==> config.mk <==
export PLATFORM = sky130hd
export DESIGN_NAME = edd_descrambler
export DESIGN_NICKNAME = d
export VERILOG_FILES = /design/src/rtl/edd_pkg.sv /design/src/rtl/edd_prbs.sv /design/src/rtl/edd_pos.sv /design/src/rtl/edd_descrambler.sv
export SDC_FILE = /design/constraint.sdc
export NUM_CORES = 1
export LEC_CHECK = 0
export BUFFER_PORTS_ARGS = -buffer_cell sky130_fd_sc_hd__buf_2
export CAP_MARGIN = 40
export CORE_UTILIZATION = 35
export DETAILED_ROUTE_END_ITERATION = 8
export GPL_TIMING_DRIVEN = 0
export SETUP_SLACK_MARGIN = 0.5
export SYNTH_ARGS = -nofsm -noshare
export SYNTH_HDL_FRONTEND = slang
export SYNTH_SLANG_ARGS = --single-unit
==> constraint.sdc <==
create_clock -name clk_i -period 6.2 [get_ports clk_i]
set_input_delay 0 -clock clk_i [delete_from_list [all_inputs] [get_ports clk_i]]
set_output_delay 0 -clock clk_i [all_outputs]
set_load 0.01 [all_outputs]
==> src/rtl/edd_pkg.sv <==
package edd_pkg;
  localparam int LFSR_W = 15;
  localparam int BYTE_W = 8;

  typedef enum logic [1:0] {
    CLS_MSG  = 2'd0,
    CLS_PAR  = 2'd1,
    CLS_RUN  = 2'd2,
    CLS_LOAD = 2'd3
  } byte_cls_e;
endpackage

==> src/rtl/edd_prbs.sv <==
module edd_prbs
  import edd_pkg::*;
#(
  parameter int          W        = LFSR_W,
  parameter int          TAP_LO   = 14,
  parameter int          TAP_HI   = 15,
  parameter int          STEPS    = BYTE_W,
  parameter logic [W-1:0] DEF_SEED = 15'h00A9
) (
  input  logic             clk_i,
  input  logic             rst_ni,
  input  logic             load_i,
  input  logic             adv_i,
  input  logic [W-1:0]     seed_i,
  output logic [STEPS-1:0] mask_o
);
  logic [W-1:0]     st_q;
  logic [W-1:0]     chain [STEPS+1];
  logic [STEPS-1:0] bits;

  assign chain[0] = st_q;

  // unrolled shifts; first feedback bit lands in the mask MSB
  for (genvar k = 0; k < STEPS; k++) begin : g_step
    assign bits[STEPS-1-k] = chain[k][TAP_LO-1] ^ chain[k][TAP_HI-1];
    assign chain[k+1]      = {chain[k][W-2:0], bits[STEPS-1-k]};
  end

  always_ff @(posedge clk_i or negedge rst_ni) begin
    if (!rst_ni)     st_q <= DEF_SEED;
    else if (load_i) st_q <= seed_i;
    else if (adv_i)  st_q <= chain[STEPS];
  end

  assign mask_o = bits;
endmodule

==> src/rtl/edd_pos.sv <==
module edd_pos #(
  parameter int CNT_W = 8
) (
  input  logic             clk_i,
  input  logic             rst_ni,
  input  logic             valid_i,
  input  logic             sob_i,
  input  logic [CNT_W-1:0] msg_len_i,
  output logic             past_msg_o
);
  localparam logic [CNT_W-1:0] CNT_MAX = '1;

  logic [CNT_W-1:0] cnt_q, pos;

  assign pos        = sob_i ? '0 : cnt_q;
  assign past_msg_o = (pos >= msg_len_i);

  always_ff @(posedge clk_i or negedge rst_ni) begin
    if (!rst_ni)      cnt_q <= '0;
    else if (valid_i) cnt_q <= (pos == CNT_MAX) ? pos : pos + 1'b1;
  end
endmodule

==> src/rtl/edd_descrambler.sv <==
module edd_descrambler
  import edd_pkg::*;
#(
  parameter int               CNT_W    = 8,
  parameter logic [BYTE_W-1:0] SYNC_INV = 8'hB8,
  parameter logic [LFSR_W-1:0] DEF_SEED = 15'h00A9
) (
  input  logic              clk_i,
  input  logic              rst_ni,
  input  logic [LFSR_W-1:0] seed_i,
  input  logic [CNT_W-1:0]  msg_len_i,
  input  logic              bypass_i,
  input  logic              valid_i,
  input  logic [BYTE_W-1:0] data_i,
  input  logic              sob_i,
  input  logic              sync_i,
  input  logic              par_i,
  output logic              valid_o,
  output logic [BYTE_W-1:0] data_o,
  output logic              sob_o,
  output logic              sync_o,
  output logic              par_o
);
  logic              past_msg;
  logic [BYTE_W-1:0] mask;
  byte_cls_e         cls;
  logic              gen_load, gen_adv;

  edd_pos #(.CNT_W(CNT_W)) u_pos (
    .clk_i      (clk_i),
    .rst_ni     (rst_ni),
    .valid_i    (valid_i),
    .sob_i      (sob_i),
    .msg_len_i  (msg_len_i),
    .past_msg_o (past_msg)
  );

  always_comb begin
    if (sync_i)                cls = (data_i == SYNC_INV) ? CLS_LOAD : CLS_RUN;
    else if (par_i || past_msg) cls = CLS_PAR;
    else                       cls = CLS_MSG;
  end

  assign gen_load = valid_i && (cls == CLS_LOAD);
  assign gen_adv  = valid_i && (cls == CLS_RUN || cls == CLS_MSG);

  edd_prbs #(
    .W        (LFSR_W),
    .STEPS    (BYTE_W),
    .DEF_SEED (DEF_SEED)
  ) u_prbs (
    .clk_i  (clk_i),
    .rst_ni (rst_ni),
    .load_i (gen_load),
    .adv_i  (gen_adv),
    .seed_i (seed_i),
    .mask_o (mask)
  );

  always_ff @(posedge clk_i or negedge rst_ni) begin
    if (!rst_ni) begin
      valid_o <= 1'b0;
      data_o  <= '0;
      sob_o   <= 1'b0;
      sync_o  <= 1'b0;
      par_o   <= 1'b0;
    end else begin
      valid_o <= valid_i;
      if (valid_i) begin
        data_o <= (cls == CLS_MSG && !bypass_i) ? (data_i ^ mask) : data_i;
        sob_o  <= sob_i;
        sync_o <= sync_i;
        par_o  <= (cls == CLS_PAR);
      end
    end
  end
endmodule

==> impl_metrics.env <==
export IMPL_combPwrFrac_pct=40.9
export IMPL_core_um2=6530
export IMPL_synth_top_cell_area_share_pct=32.0
export IMPL_highest_layer="met4"
export IMPL_finalSetupViolCount=0
export IMPL_required_ps=6370
export IMPL_boundaryPins=50
export IMPL_vias=2058
export IMPL_cp_max_fo=10
export IMPL_cts_made_buffers=5
export IMPL_layout_drive_gt1_share_pct=34.6
export IMPL_worstMarginPinSlew_ps=807
export IMPL_slew_viol_final=0
export IMPL_final_common_cell="buf_2"
export IMPL_place_gp_congestion=0.771
export IMPL_reg2reg_to="u_prbs.st_q[13]"
export IMPL_stdcell_count=383
export IMPL_post_place_cells=372
export IMPL_synth_async_sr_flop_share_pct=100
export IMPL_clockBufferDepth=2
export IMPL_die_w_um=85.3
export IMPL_hold_buffers=3
export IMPL_postSynthAreaPerCell_um2=9.87
export IMPL_place_hpwl_um=4350
export IMPL_skew_ps=11.3
export IMPL_path_buf_inv=1
export IMPL_grt_pass1_wl_um=10300
export IMPL_status="finished, final reports clean"
export IMPL_post_cts_resized=0
export IMPL_dr_pass1_iters=4
export IMPL_crit_path_cell_trace="nor2b_1 -> ha_1 -> and4_1 -> o21ai_1 -> nor2_1 -> a211oi_4 -> buf_8 -> mux2_4"
export IMPL_path_class="reg -> reg"
export IMPL_dr_wl_met2_um=2700
export IMPL_hold_viol=0
export IMPL_grt_usage_pct=18.0
export IMPL_postRouteAntennaNets=0
export IMPL_grt_max_degree=36
export IMPL_netlist_area_um2=2430
export IMPL_hold_path_endpoint="data_o[6]"
export IMPL_cp_arrival_ps=2650
export IMPL_r2r_start="u_pos.cnt_q[4]"
export IMPL_wl_met3_um=341
export IMPL_synthFlopType="dfrtp_1"
export IMPL_initial_utilization_pct=37.2
export IMPL_yosys_area_top_type="dfrtp_1"
export IMPL_num_rows=29
export IMPL_r2r_slack_ps=3710
export IMPL_end_kind="flop"
export IMPL_cts_sinks=35
export IMPL_yosysWarnings=0
export IMPL_path_delay_family="compound AO/OA/AOI/OAI gates"
export IMPL_wl_met1_um=2870
export IMPL_first_global_vias=2064
export IMPL_synth_distinct_cells=48
export IMPL_timing_final_crit_share_pct=40.1
export IMPL_fmax_mhz=402
export IMPL_hold_start="data_i[6]"
export IMPL_cellPowerDensity_nw_per_um2=347
export IMPL_n_antenna_cell=0
export IMPL_power_leakage_nw=1.33
export IMPL_clockRootBuffer="clkbuf_8"
export IMPL_drt_iter0_markers=230
export IMPL_slew_limit_headroom_pct=46.2
export IMPL_clk_latency_ps=290
export IMPL_fin_nets=351
export IMPL_worst_path_max_delay_cell="a211oi_4"
export IMPL_synth_fp_nets=292
export IMPL_period_minus_slack_ps=2490
export IMPL_syn_inst=246
export IMPL_synth_edf_count=0
export IMPL_drv_cap=0
export IMPL_via_per_inst=5.37
export IMPL_cts_tree="yes"
export IMPL_peakVddDrop_mv=0.202
export IMPL_tns_ps=0
export IMPL_h_tree_depth=2
export IMPL_power_frac_clock_pct=21.4
export IMPL_fillers=629
export IMPL_seq_area_frac_synth_pct=36.3
export IMPL_holdPathStages=3
export IMPL_synthTopCellsByArea="dfrtp_1, mux2_4, mux2_2"
export IMPL_seqPwrFrac_pct=37.7
export IMPL_ys_ff_latch=35
export IMPL_rr_worst_depth=8
export IMPL_drc=0
export IMPL_p_sw_share_pct=33.8
export IMPL_power_switching_w=0.000342
export IMPL_die_h_um=85.3
export IMPL_dieArea_um2=7270
export IMPL_syn_to_final_growth_pct=20.2
export IMPL_postCtsSetupBuffers=0
export IMPL_totalWireLength_um=5950
export IMPL_antenna_found_initial=0
export IMPL_wl_per_cell_um=15.5
export IMPL_start_kind="flop"
export IMPL_hp_class="in -> reg"
export IMPL_portBuffers=49
export IMPL_cpPeakStageDelay_ps=460
export IMPL_intPower_w=0.000670
export IMPL_clk_pin_slew_ps=80
export IMPL_grt_ovfl_total=0
export IMPL_layout_common_cells="buf_2, dfrtp_1, inv_1"
export IMPL_rsz0062_at_grt="no"
==> worst register-to-register path, cell delays in order, from the launching register on <==
cell and delay (ps):
dfrtp_1 400, nor2b_1 240, ha_1 270, and4_1 190, o21ai_1 160, nor2_1 110
a211oi_4 460, buf_8 230, mux2_4 310
==> stage by stage <==
step	util [%]	setup WS [ps]	hold WS (ps)	power (W)	area, um2
2_1_floorplan	-	4020	-296	0.000679	2430
3_3_place_gp	42.4	3720	135	0.000785	2770
3_5_place_dp	42.4	3690	138	0.000799	2770
4_1_cts	44.7	3670	1.44	0.00102	2920
5_1_grt	44.7	3540	3.21	0.00109	2920
6_report	44.7	3710	7.92	0.00101	2920
==> logic make-up (layout without fill, tap and decap cells) <==
family	Yosys count	count (layout)	share of synthesized area, %
buffers and inverters	35	95	6.55
XOR/XNOR	8	8	2.89
flip-flops	35	35	36.3
adder cells (fa/ha/maj)	8	8	4.12
AO/OA/AOI/OAI	57	57	16.8
multiplexers	27	27	14.6
AND/OR/NAND/NOR	76	76	18.8
==> power by group through the flow <==
| stage | sequential (W) | clock (W) | combinational, W |
|---|---|---|---|
| 6_report | 0.000381 | 0.000216 | 0.000414 |
| 5_1_grt | 0.000393 | 0.000233 | 0.000464 |
| 4_1_cts | 0.000382 | 0.000222 | 0.000415 |
| 3_5_place_dp | 0.000386 | 0 | 0.000412 |
| 3_3_place_gp | 0.000381 | 0 | 0.000404 |
| 2_1_floorplan | 0.000381 | 0 | 0.000297 |
==> synthesized netlist by cell type, types with 2 or more instances <==
| library cell | n |
|---|---|
| nor3b_1 | 2 |
| dfrtp_1 | 31 |
| a21oi_1 | 14 |
| a211o_1 | 9 |
| o22ai_1 | 10 |
| dfstp_2 | 4 |
| o221ai_1 | 2 |
| nand2_1 | 14 |
| buf_6 | 2 |
| clkbuf_1 | 9 |
| ha_1 | 8 |
| inv_1 | 20 |
| o21ai_0 | 3 |
| mux2_2 | 12 |
| a31oi_1 | 9 |
| nand3_1 | 11 |
| nor2_1 | 15 |
| o211ai_2 | 2 |
| nand4_1 | 8 |
| nor2b_1 | 5 |
| xnor2_1 | 8 |
| and4bb_1 | 2 |
| mux2_4 | 14 |
| nand3b_1 | 8 |
==> worst max-delay path by stage <==
stage	slack, ps	endpoint	cells past startpoint	start
after global placement	3720	u_prbs.st_q[2]	8	u_pos.cnt_q[4]
after global routing	3540	u_prbs.st_q[2]	8	u_pos.cnt_q[5]
after CTS	3670	u_prbs.st_q[13]	8	u_pos.cnt_q[4]
after floorplan	4020	u_prbs.st_q[10]	8	u_pos.cnt_q[5]
after detailed placement	3690	u_prbs.st_q[13]	8	u_pos.cnt_q[4]
final	3710	u_prbs.st_q[13]	8	u_pos.cnt_q[4]
==> state kept, by name, indices dropped and copies added, names as in the netlist <==
| signal | flops |
|---|---|
| u_prbs.st_q | 15 |
| data_o | 8 |
| u_pos.cnt_q | 8 |
| par_o | 1 |
| sob_o | 1 |
| sync_o | 1 |
| valid_o | 1 |
==> metal layers <==
| metal | global-route usage, % | vias up |
|---|---|---|
| li1 | - | 1014 |
| met1 | 25.8 | 970 |
| met2 | 27.9 | 70 |
| met3 | 3.50 | 4 |
| met4 | 4.85 | 0 |
| met5 | 0 | - |
==> final cells by class <==
cell class / count / area [um2] / share of cell area [%]
Multi-Input combinational cell: 176 / 1390 / 47.6
Clock inverter: 2 / 35.0 / 1.20
Inverter: 21 / 78.8 / 2.70
Tap cell: 77 / 96.3 / 3.30
Clock buffer: 6 / 82.6 / 2.83
Buffer: 14 / 80.1 / 2.75
Timing Repair Buffer: 52 / 275 / 9.44
Sequential cell: 35 / 881 / 30.2
(Power assumes the default switching activity.)
